`src/rtl/lpc_fe_pkg.sv`:
```
package lpc_fe_pkg;

  localparam int HOST_DW = 32;
  localparam int OFS_W   = 8;

  // host register offsets (software decodes these)
  localparam logic [OFS_W-1:0] OFS_START  = 8'h00;
  localparam logic [OFS_W-1:0] OFS_STATUS = 8'h04;
  localparam logic [OFS_W-1:0] OFS_IRQ    = 8'h08;
  localparam logic [OFS_W-1:0] OFS_LEN    = 8'h10;
  localparam logic [OFS_W-1:0] OFS_CMD    = 8'h14;
  localparam logic [OFS_W-1:0] OFS_TADDR  = 8'h20;
  localparam logic [OFS_W-1:0] OFS_WDATA  = 8'h24;
  localparam logic [OFS_W-1:0] OFS_RDATA  = 8'h28;

  typedef enum logic [1:0] {
    CYC_IO    = 2'b00,
    CYC_MEM   = 2'b01,
    CYC_FWHUB = 2'b10
  } cyc_kind_e;

  // packed MSB first: bit3 same_addr, bits[2:1] kind, bit0 is_write
  typedef struct packed {
    logic      same_addr;
    cyc_kind_e kind;
    logic      is_write;
  } burst_cmd_t;

  typedef enum logic {
    SEQ_IDLE = 1'b0,
    SEQ_RUN  = 1'b1
  } seq_state_e;

endpackage

```
`src/rtl/lpc_fe_byte_fifo.sv`:
```
module lpc_fe_byte_fifo #(
  parameter int DEPTH = 16,
  parameter int W     = 8
) (
  input  logic         clk,
  input  logic         rst_n,
  input  logic         flush,
  input  logic         push,
  input  logic [W-1:0] din,
  input  logic         pop,
  output logic [W-1:0] dout,
  output logic         empty
);
  localparam int PTR_W = (DEPTH > 1) ? $clog2(DEPTH) : 1;
  localparam int CNT_W = $clog2(DEPTH + 1);

  logic [W-1:0]     mem [DEPTH];
  logic [PTR_W-1:0] rd_q, rd_d, wr_q, wr_d;
  logic [CNT_W-1:0] cnt_q, cnt_d;
  logic             full, push_ok, pop_ok;

  assign empty   = (cnt_q == '0);
  assign full    = (cnt_q == CNT_W'(DEPTH));
  assign push_ok = push && !full;
  assign pop_ok  = pop && !empty;
  assign dout    = mem[rd_q];

  function automatic logic [PTR_W-1:0] bump(input logic [PTR_W-1:0] p);
    return (p == PTR_W'(DEPTH - 1)) ? '0 : p + PTR_W'(1);
  endfunction

  always_comb begin
    rd_d  = rd_q;
    wr_d  = wr_q;
    cnt_d = cnt_q;
    if (flush) begin
      rd_d  = '0;
      wr_d  = '0;
      cnt_d = '0;
    end else begin
      if (push_ok) wr_d = bump(wr_q);
      if (pop_ok)  rd_d = bump(rd_q);
      case ({push_ok, pop_ok})
        2'b10:   cnt_d = cnt_q + CNT_W'(1);
        2'b01:   cnt_d = cnt_q - CNT_W'(1);
        default: cnt_d = cnt_q;
      endcase
    end
  end

  always_ff @(posedge clk or negedge rst_n) begin
    if (!rst_n) begin
      rd_q  <= '0;
      wr_q  <= '0;
      cnt_q <= '0;
    end else begin
      rd_q  <= rd_d;
      wr_q  <= wr_d;
      cnt_q <= cnt_d;
    end
  end

  always_ff @(posedge clk) begin
    if (push_ok && !flush) mem[wr_q] <= din;
  end

endmodule

```
`src/rtl/lpc_fe_regfile.sv`:
```
module lpc_fe_regfile
  import lpc_fe_pkg::*;
#(
  parameter int ADDR_W  = 32,
  parameter int MAX_OPS = 16,
  parameter int CNT_W   = 5
) (
  input  logic               clk,
  input  logic               rst_n,
  input  logic               host_wr,
  input  logic               host_rd,
  input  logic [OFS_W-1:0]   host_addr,
  input  logic [HOST_DW-1:0] host_wdata,
  output logic [HOST_DW-1:0] host_rdata,
  output logic [CNT_W-1:0]   len_q,
  output burst_cmd_t         cmd_q,
  output logic [ADDR_W-1:0]  taddr_q,
  output logic               start,
  output logic               wq_push,
  output logic [7:0]         wq_byte,
  output logic               rq_pop,
  input  logic               seq_idle,
  input  logic               seq_finished,
  input  logic               burst_end,
  input  logic               rq_empty,
  input  logic [7:0]         rq_head,
  output logic               irq_q
);
  logic [CNT_W-1:0]  len_d;
  burst_cmd_t        cmd_d;
  logic [ADDR_W-1:0] taddr_d;
  logic              irq_d;
  logic [CNT_W-1:0]  len_clamped;

  assign len_clamped = ((host_wdata == '0) || (host_wdata > HOST_DW'(MAX_OPS)))
                       ? CNT_W'(MAX_OPS) : host_wdata[CNT_W-1:0];

  assign start   = host_wr && (host_addr == OFS_START) && host_wdata[0] && seq_idle;
  assign wq_push = host_wr && (host_addr == OFS_WDATA);
  assign wq_byte = host_wdata[7:0];
  assign rq_pop  = host_rd && (host_addr == OFS_RDATA) && !rq_empty;

  always_comb begin
    len_d   = len_q;
    cmd_d   = cmd_q;
    taddr_d = taddr_q;
    irq_d   = irq_q;
    if (host_wr) begin
      case (host_addr)
        OFS_LEN:   len_d   = len_clamped;
        OFS_CMD:   cmd_d   = burst_cmd_t'(host_wdata[3:0]);
        OFS_TADDR: taddr_d = host_wdata[ADDR_W-1:0];
        OFS_IRQ:   if (host_wdata[1]) irq_d = 1'b0;
        default:   ;
      endcase
    end
    if (burst_end) irq_d = 1'b1;
  end

  always_ff @(posedge clk or negedge rst_n) begin
    if (!rst_n) begin
      len_q   <= CNT_W'(MAX_OPS);
      cmd_q   <= '0;
      taddr_q <= '0;
      irq_q   <= 1'b0;
    end else begin
      len_q   <= len_d;
      cmd_q   <= cmd_d;
      taddr_q <= taddr_d;
      irq_q   <= irq_d;
    end
  end

  always_comb begin
    host_rdata = '0;
    case (host_addr)
      OFS_STATUS: host_rdata = {{(HOST_DW-2){1'b0}}, seq_finished, seq_idle};
      OFS_IRQ:    host_rdata = {{(HOST_DW-2){1'b0}}, irq_q, 1'b0};
      OFS_LEN:    host_rdata = {{(HOST_DW-CNT_W){1'b0}}, len_q};
      OFS_CMD:    host_rdata = {{(HOST_DW-4){1'b0}}, cmd_q};
      OFS_TADDR:  host_rdata = HOST_DW'(taddr_q);
      OFS_RDATA:  host_rdata = rq_empty ? '0 : {{(HOST_DW-8){1'b0}}, rq_head};
      default:    host_rdata = '0;
    endcase
  end

endmodule

```
`src/rtl/lpc_fe_seq.sv`:
```
module lpc_fe_seq
  import lpc_fe_pkg::*;
#(
  parameter int ADDR_W = 32,
  parameter int CNT_W  = 5
) (
  input  logic              clk,
  input  logic              rst_n,
  input  logic              start,
  input  logic [CNT_W-1:0]  len,
  input  burst_cmd_t        cmd,
  input  logic [ADDR_W-1:0] base_addr,
  input  logic              wq_empty,
  output logic              wq_pop,
  output logic              rq_push,
  output logic              eng_req,
  output logic [ADDR_W-1:0] eng_addr,
  output burst_cmd_t        run_cmd,
  input  logic              eng_done,
  input  logic              eng_err,
  output logic              idle,
  output logic              finished,
  output logic              burst_end
);
  seq_state_e        state_q, state_d;
  logic [CNT_W-1:0]  remain_q, remain_d;
  logic [ADDR_W-1:0] addr_q, addr_d;
  burst_cmd_t        cmd_q, cmd_d;
  logic              fin_q, fin_d;

  assign eng_req  = (state_q == SEQ_RUN);
  assign eng_addr = addr_q;
  assign run_cmd  = cmd_q;
  assign idle     = (state_q == SEQ_IDLE);
  assign finished = fin_q;

  always_comb begin
    state_d   = state_q;
    remain_d  = remain_q;
    addr_d    = addr_q;
    cmd_d     = cmd_q;
    fin_d     = fin_q;
    burst_end = 1'b0;
    wq_pop    = 1'b0;
    rq_push   = 1'b0;
    case (state_q)
      SEQ_IDLE: begin
        if (start) begin
          state_d  = SEQ_RUN;
          remain_d = len;
          addr_d   = base_addr;
          cmd_d    = cmd;
          fin_d    = 1'b0;
        end
      end
      SEQ_RUN: begin
        if (eng_done) begin
          wq_pop = cmd_q.is_write && !wq_empty;
          if (eng_err) begin
            state_d   = SEQ_IDLE;
            fin_d     = 1'b0;
            burst_end = 1'b1;
          end else begin
            rq_push = !cmd_q.is_write;
            if (remain_q == CNT_W'(1)) begin
              state_d   = SEQ_IDLE;
              fin_d     = 1'b1;
              burst_end = 1'b1;
            end else begin
              remain_d = remain_q - CNT_W'(1);
              if (!cmd_q.same_addr) addr_d = addr_q + ADDR_W'(1);
            end
          end
        end
      end
      default: state_d = SEQ_IDLE;
    endcase
  end

  always_ff @(posedge clk or negedge rst_n) begin
    if (!rst_n) begin
      state_q  <= SEQ_IDLE;
      remain_q <= '0;
      addr_q   <= '0;
      cmd_q    <= '0;
      fin_q    <= 1'b0;
    end else begin
      state_q  <= state_d;
      remain_q <= remain_d;
      addr_q   <= addr_d;
      cmd_q    <= cmd_d;
      fin_q    <= fin_d;
    end
  end

endmodule

```
`src/rtl/lpc_indirect_fe.sv`:
```
module lpc_indirect_fe
  import lpc_fe_pkg::*;
#(
  parameter int ADDR_W  = 32,
  parameter int MAX_OPS = 16
) (
  input  logic              clk,
  input  logic              rst_n,
  input  logic              host_wr,
  input  logic              host_rd,
  input  logic [7:0]        host_addr,
  input  logic [31:0]       host_wdata,
  output logic [31:0]       host_rdata,
  output logic              irq_o,
  output logic              eng_req,
  output logic              eng_write,
  output logic [1:0]        eng_kind,
  output logic [ADDR_W-1:0] eng_addr,
  output logic [7:0]        eng_wbyte,
  input  logic              eng_done,
  input  logic              eng_err,
  input  logic [7:0]        eng_rbyte
);
  localparam int CNT_W = $clog2(MAX_OPS + 1);

  // reset asserted asynchronously, released on a clock edge
  logic [1:0] rst_sync_q;
  logic       rst_sync_n;
  always_ff @(posedge clk or negedge rst_n) begin
    if (!rst_n) rst_sync_q <= 2'b00;
    else        rst_sync_q <= {rst_sync_q[0], 1'b1};
  end
  assign rst_sync_n = rst_sync_q[1];

  logic [CNT_W-1:0]  len_q;
  burst_cmd_t        cmd_q, run_cmd;
  logic [ADDR_W-1:0] taddr_q;
  logic              start, wq_push, rq_pop, wq_pop, rq_push;
  logic [7:0]        wq_byte, wq_head, rq_head;
  logic              wq_empty, rq_empty;
  logic              seq_idle, seq_finished, burst_end;

  lpc_fe_regfile #(.ADDR_W(ADDR_W), .MAX_OPS(MAX_OPS), .CNT_W(CNT_W)) u_regs (
    .clk(clk), .rst_n(rst_sync_n),
    .host_wr(host_wr), .host_rd(host_rd), .host_addr(host_addr),
    .host_wdata(host_wdata), .host_rdata(host_rdata),
    .len_q(len_q), .cmd_q(cmd_q), .taddr_q(taddr_q),
    .start(start), .wq_push(wq_push), .wq_byte(wq_byte), .rq_pop(rq_pop),
    .seq_idle(seq_idle), .seq_finished(seq_finished), .burst_end(burst_end),
    .rq_empty(rq_empty), .rq_head(rq_head), .irq_q(irq_o)
  );

  lpc_fe_byte_fifo #(.DEPTH(MAX_OPS), .W(8)) u_wq (
    .clk(clk), .rst_n(rst_sync_n), .flush(1'b0),
    .push(wq_push), .din(wq_byte), .pop(wq_pop),
    .dout(wq_head), .empty(wq_empty)
  );

  lpc_fe_byte_fifo #(.DEPTH(MAX_OPS), .W(8)) u_rq (
    .clk(clk), .rst_n(rst_sync_n), .flush(start),
    .push(rq_push), .din(eng_rbyte), .pop(rq_pop),
    .dout(rq_head), .empty(rq_empty)
  );

  lpc_fe_seq #(.ADDR_W(ADDR_W), .CNT_W(CNT_W)) u_seq (
    .clk(clk), .rst_n(rst_sync_n),
    .start(start), .len(len_q), .cmd(cmd_q), .base_addr(taddr_q),
    .wq_empty(wq_empty), .wq_pop(wq_pop), .rq_push(rq_push),
    .eng_req(eng_req), .eng_addr(eng_addr), .run_cmd(run_cmd),
    .eng_done(eng_done), .eng_err(eng_err),
    .idle(seq_idle), .finished(seq_finished), .burst_end(burst_end)
  );

  assign eng_write = run_cmd.is_write;
  assign eng_kind  = run_cmd.kind;
  assign eng_wbyte = wq_empty ? 8'h00 : wq_head;

endmodule

```
`config.mk`:
```
export PLATFORM = sky130hd
export DESIGN_NAME = lpc_indirect_fe
export DESIGN_NICKNAME = d
export VERILOG_FILES = /design/src/rtl/lpc_fe_pkg.sv /design/src/rtl/lpc_fe_byte_fifo.sv /design/src/rtl/lpc_fe_regfile.sv /design/src/rtl/lpc_fe_seq.sv /design/src/rtl/lpc_indirect_fe.sv
export SDC_FILE = /design/constraint.sdc
export NUM_CORES = 1
export LEC_CHECK = 0
export BUFFER_PORTS_ARGS = -buffer_cell sky130_fd_sc_hd__buf_2
export CAP_MARGIN = 20
export CORE_MARGIN = 2
export CORE_UTILIZATION = 40
export CTS_CLUSTER_DIAMETER = 150
export DETAILED_ROUTE_END_ITERATION = 16
export SETUP_SLACK_MARGIN = 0.5
export SKIP_CTS_REPAIR_TIMING = 1
export SYNTH_ARGS = -nofsm -noshare
export SYNTH_HDL_FRONTEND = slang
export SYNTH_SLANG_ARGS = --single-unit
```
`constraint.sdc`:
```
create_clock -name clk -period 3.7 [get_ports clk]
set_input_delay 0.185 -clock clk [delete_from_list [all_inputs] [get_ports clk]]
set_output_delay 0.185 -clock clk [all_outputs]
set_load 0.05 [all_outputs]
```
Word level (Yosys, flattened, before mapping) --
Memories as Yosys holds them, arrays and structs flattened. Cells that the tools add are included.
Storage, ports and cells: bits in registers 113, bits in writable memories 256, word-level logic and storage cells 149, memories kept 2
Operators by class: add/sub/neg operators 10, magnitude comparators 1, equal/unequal tests 24, multiplexer cells 53, bitwise operators 1, reductions and logical operators 38
Memories:
- u_rq.mem | words 16, width 8, rd ports 1, clocked after memory_dff 0, write ports 1, line lpc_fe_byte_fifo.sv:17 | logic [W-1:0] mem [DEPTH];
- u_wq.mem | words 16, width 8, rd ports 1, clocked after memory_dff 0, write ports 1, line lpc_fe_byte_fifo.sv:17
Operators with widths (number):
- case mux 32 bit (6 select lines) | 1
- two-way mux 32 bit | 5
- case mux 32 bit (2 select lines) | 1
- adder 32 x 1 -> 32 bit (second input constant) | 1
- > comparator 32 x 5 -> 1 bit (second input constant) | 1
- zero test 32 bit | 1
- two-way mux 4 bit | 8
- two-way mux 5 bit | 6
- case mux 5 bit (2 select lines) | 3
- two-way mux 1 bit | 25
- equality test 8 x 6 -> 1 bit (second input constant) | 3
- adder 4 x 1 -> 4 bit (second input constant) | 4
- equality test 4 bit (second input constant) | 4
- equality test 8 x 5 -> 1 bit (second input constant) | 2
- two-way mux 8 bit | 2
- subtractor 5 x 1 -> 5 bit (second input constant) | 3
- logical AND 1 bit | 12
- nonzero test 2 bit | 6
- adder 5 x 1 -> 5 bit (second input constant) | 2
- equality test 5 bit (second input constant) | 2
- zero test 5 bit | 2
- equality test 8 x 3 -> 1 bit (second input constant) | 1
- equality test 8 x 4 -> 1 bit (second input constant) | 1
- zero test 8 bit | 1
- other kinds (15) | 30

Depth between registers and ports, before layout --
word-level depth 8, depth in mapped cells 12

Hierarchy --
A second synthesis with hierarchy kept.
Unflattened totals: cells, all modules 1260, area, all modules 16946.3 µm²
By module, submodules not included:
- lpc_fe_byte_fifo (u_wq) | instances 1, cells an instance 365, area an instance 5957.0 µm²
- lpc_fe_byte_fifo (u_rq) | instances 1, cells an instance 374, area an instance 5921.9 µm²
- lpc_fe_seq | instances 1, cells an instance 311, area an instance 2685.1 µm²
- lpc_fe_regfile | instances 1, cells an instance 198, area an instance 2274.7 µm²
- lpc_indirect_fe | instances 1, cells an instance 12, area an instance 107.6 µm²

Worst setup path after synthesis --
OpenSTA, ideal clock, no wires.
path kind register to register, from register u_seq.state_q (netlist: u_seq.eng_req), to register u_rq.cnt_q[4], arrival time 2.759 ns, path slack 0.859 ns, cell stages (with the launch flop) 13, path buffers 2, period minus slack after synthesis 2.841 ns, cells stage by stage dfrtp_1 buf_4 nand2_2 a2111oi_4 buf_2 or2_2 inv_1 ha_1 nand2b_1 a21oi_1 and3_1 nor3_1 a31oi_1
On the way: word-level cells in the longest chain between the ends 5
Ends and longest elaborated chain:
- start: declaration | line lpc_fe_seq.sv:25 | seq_state_e state_q, state_d;
- start signal: assignment | line lpc_fe_seq.sv:88 | state_q <= state_d;
- two-way mux 1 bit | line lpc_fe_seq.sv:46 | case (state_q)
- logical AND 1 bit | line lpc_fe_byte_fifo.sv:24 | assign push_ok = push && !full;
- equality test 2 x 1 -> 1 bit / equality test 2 bit (equally long branches) | line lpc_fe_byte_fifo.sv:43 | case ({push_ok, pop_ok})
- case mux 5 bit (2 select lines) | line lpc_fe_byte_fifo.sv:43
- two-way mux 5 bit | line lpc_fe_byte_fifo.sv:36 | if (flush) begin
- end signal: assignment | line lpc_fe_byte_fifo.sv:59 | cnt_q <= cnt_d;
- end: declaration | line lpc_fe_byte_fifo.sv:19 | logic [CNT_W-1:0] cnt_q, cnt_d;
Several ways; a longest one is shown, not always the timed one. A chain may end at the register's enable or synchronous reset.

Worst setup path in the final report --
from register u_rq.rd_q[1], to output host_rdata[0]
On the way: word-level cells in the longest chain between the ends 3
Ends and longest elaborated chain:
- start: declaration | line lpc_fe_byte_fifo.sv:18 | logic [PTR_W-1:0] rd_q, rd_d, wr_q, wr_d;
- start signal: assignment | line lpc_fe_byte_fifo.sv:57 | rd_q <= rd_d;
- memory (16 x 8 bit)
- two-way mux 8 bit | line lpc_fe_regfile.sv:82 | OFS_RDATA: host_rdata = rq_empty ? '0 : {{(HOST_DW-8){1'b0}}, rq_head};
- case mux 32 bit (6 select lines) | line lpc_fe_regfile.sv:76 | case (host_addr)
- end: declaration | line lpc_indirect_fe.sv:13 | output logic [31:0] host_rdata,
Every way passes these cells.

==> key figures <==
Finish
  – N_diodes: 0
  – Filler cells: 3507
  – Layout Cells excl Fill: 1860
  – Area Overhead vs Synth: 18.1%
  – Most frequent cells in the layout: 256 x edfxtp_1, 130 x buf_2, 109 x dfrtp_1
  – Commonest non-fill, non-tap cell in the layout: edfxtp_1
  – Final core occ: 47.7%
  – Share of cells above drive strength 1: 26.1%
  – Nets: 1373

Detailed routing
  – Via Count: 10500
  – Post-route DRC violation count: 0
  – Initial DRC count: 736
  – Vias per inst: 5.63
  – Drt total wl: 41.0 mm
  – Drt wl/cell: 22.0 um
  – 1st-pass router iterations: 5
  – Antenna-violating nets left: 0

Timing
  – RSZ-0062 raised after global routing: true
  – Worst slew pin tran: 1080 ps
  – Hold Slack: 25.8 ps
  – Worst slew margin: 28.1%
  – Final setup vio count: 0
  – F_max: 326 MHz
  – Worst Clk Skew: 21.0 ps
  – Min Tclk post-route: 3070 ps
  – Setup TNS: 0 ps
  – Final hold viol count: 0
  – Final Max Tran Viols: 0
  – Fin crit share: 83.0%

Clock tree
  – Root Driver: clkbuf_16
  – Clk_lat worst skew: 560 ps
  – Worst-path clk slew: 60 ps
  – H-tree depth: 2
  – CTS tree: built
  – Buffer levels on the longest clock path: 3
  – Total CTS buffers: 40
  – Number of clock sinks: 369

Synth
  – Yosys reg bits: 369
  – Ys flop type: edfxtp_1
  – Seq/Total Area, Yosys: 64.0%
  – Yosys warnings: 0
  – Cell Area, Synth: 16400 um^2
  – Asr flop ratio synth: 30.6%
  – Number of synthesized flops with an enable pin: 256
  – Cells after synthesis: 1132
  – Mean Syn Cell Area: 14.5 um^2
  – Syn_nets: 1208
  – Synth unique cells: 69

Pwr
  – Internal power: 7630 uW
  – Peak VDD IR: 599 uV
  – Clock Power Share: 40.2%
  – Sw frac: 26.9%
  – NetSw: 2810 uW
  – PD cells: 538 nW/um^2
  – Combinational power share: 12.4%
  – Leak: 0.00730 uW
  – Seq pwr share: 47.4%

Status
  – Status: completed

Place
  – Dpl cells: 1761
  – DP HPWL: 27.2 mm
  – GPL Wtd Cong: 0.817
  – Input/output buffers: 130

Worst hold path
  – Hold Startpoint: eng_rbyte[1]
  – Hold Path Class: in2reg

Global routing
  – Number of global-route vias before repair: 10300
  – Global route total overflow: 0
  – Largest net degree at the start of global routing: 61
  – GRT Util Overall: 19.4%
  – Antenna violations before repair: 0
  – First-pass GRT wire length: 62.5 mm

Floorplanning
  – Die height: 207 um
  – Die area: 42700 um^2
  – Starting Density: 40.4%
  – Core Box Area: 40600 um^2
  – I/O Pins: 131
  – Placement Rows: 74
  – Die width: 207 um

Setup path
  – FF-to-FF Start: u_wq.cnt_q[1]
  – Crit. Startpoint: u_rq.rd_q[1]
  – CP arrival: 2890 ps
  – Critical path required time: 3510 ps
  – Worst setup SP type: flop
  – Setup CP Type: reg2out
  – CP endpoint kind: output port
  – R2R Setup Slk: 790 ps
  – CP Max Fanout: 16

Run
  – Max_cap viols: 0
-- synth_stat cells (5+ instances only) --
| cell | number | share of area, % |
|---|---|---|
| a221oi_1 | 8 | 0.43 |
| and3_1 | 35 | 1.3 |
| xnor2_1 | 6 | 0.32 |
| o221ai_1 | 18 | 0.96 |
| a22oi_1 | 19 | 0.87 |
| a21o_1 | 6 | 0.27 |
| mux2_2 | 48 | 3.3 |
| clkbuf_1 | 28 | 0.64 |
| a22o_1 | 8 | 0.43 |
| a31oi_1 | 7 | 0.27 |
| a21oi_1 | 36 | 1.1 |
| buf_2 | 23 | 0.70 |
| buf_4 | 6 | 0.27 |
| mux4_2 | 48 | 6.6 |
| nand2b_1 | 10 | 0.38 |
| dfrtp_1 | 112 | 17 |
| o21ai_0 | 40 | 1.2 |
| nand4_1 | 15 | 0.57 |
| inv_1 | 22 | 0.50 |
| buf_1 | 6 | 0.14 |
| and2_1 | 11 | 0.42 |
| xor2_1 | 5 | 0.27 |
| nand3_1 | 24 | 0.73 |
| o21ai_1 | 16 | 0.49 |
| nor3_1 | 17 | 0.52 |
| o211ai_1 | 5 | 0.23 |
| mux2i_1 | 60 | 3.7 |
| o22ai_1 | 23 | 0.88 |
| nor2_1 | 52 | 1.2 |
| nor4_1 | 11 | 0.42 |
| nand2_1 | 72 | 1.6 |
| edfxtp_1 | 256 | 47 |
| ha_1 | 20 | 1.5 |
-- power groups by stage --
stage / clock network (uW) / logic [uW] / registers, uW
after global routing: 4460 / 1410 / 4980
after CTS: 4280 / 1280 / 4940
after floorplan: 0 / 593 / 5260
after detailed placement: 0 / 1280 / 5020
after global placement: 0 / 1260 / 5010
final: 4190 / 1300 / 4950
-- stage by stage --
stage / area (um^2) / worst slack, ps / power [uW]
after floorplan: 16400 / 859 / 5850
after global placement: 17700 / 562 / 6270
after detailed placement: 17700 / 535 / 6300
after CTS: 19100 / 456 / 10500
after global routing: 19400 / 476 / 10900
final: 19400 / 628 / 10400
-- logic make-up (layout without fill, tap and decap cells) --
family	after synthesis	count (layout)	share of synthesized area, %
other cells	1	1	0.0228
mux	156	156	13.5
fa+ha+maj	22	22	1.77
xor+xnor	12	12	0.685
flops	369	369	64.0
buf+inv	87	283	2.32
simple gates	286	286	9.70
compound gates	199	199	7.97
-- path summary, 6_finish.rpt --
path / cells after the start / endpoint
worst max-delay path: 7 / host_rdata[0]
worst min register to register: 0 / rst_sync_q[1]
max in group asynchronous: 1 / u_regs.len_q[4]
min in group asynchronous: 0 / u_seq.run_cmd[2]
worst max register to register: 11 / u_wq.cnt_q[4]
worst min-delay path: 1 / u_rq.mem[11][1]
-- registers in the layout (all words and copies together) (netlist names), 5 cells and up --
register        count
u_rq.mem          128
u_wq.mem          128
u_seq.remain_q      5
u_seq.eng_addr     32
u_regs.len_q        5
u_regs.taddr_q     32
u_rq.cnt_q          5
u_wq.cnt_q          5
-- final cells by class --
type / instances / area [um^2] / share of cell area [%]
well taps: 532 / 666 / 3.43
inverters: 22 / 82.6 / 0.425
repair buffers: 188 / 1190 / 6.14
clock inverters: 24 / 308 / 1.59
flip-flops and latches: 369 / 10500 / 54.2
multi-input cells: 676 / 5560 / 28.6
clock buffers: 49 / 1080 / 5.55
-- layer usage --
| metal | vias up | wire [um] | share of wire, % | track usage (%) |
|---|---|---|---|---|
| met3 | 70 | 2270 | 5.5 | 3.78 |
| met1 | 5334 | 18500 | 45 | 27.6 |
| met5 | - | 0 | 0 | 0 |
| li1 | 4754 | - | - | - |
| met4 | 0 | 975 | 2.4 | 5.71 |
| met2 | 317 | 19300 | 47 | 30.3 |
-- worst max-delay path, stage by stage, from the launching register on --
cell,delay [ps]
dfrtp_1,820
buf_4,330
mux4_2,310
mux2i_1,280
nor2_1,80
a21oi_1,130
o21ai_0,120
buf_2,270
Note: power is estimated with default switching activity, not from simulation.
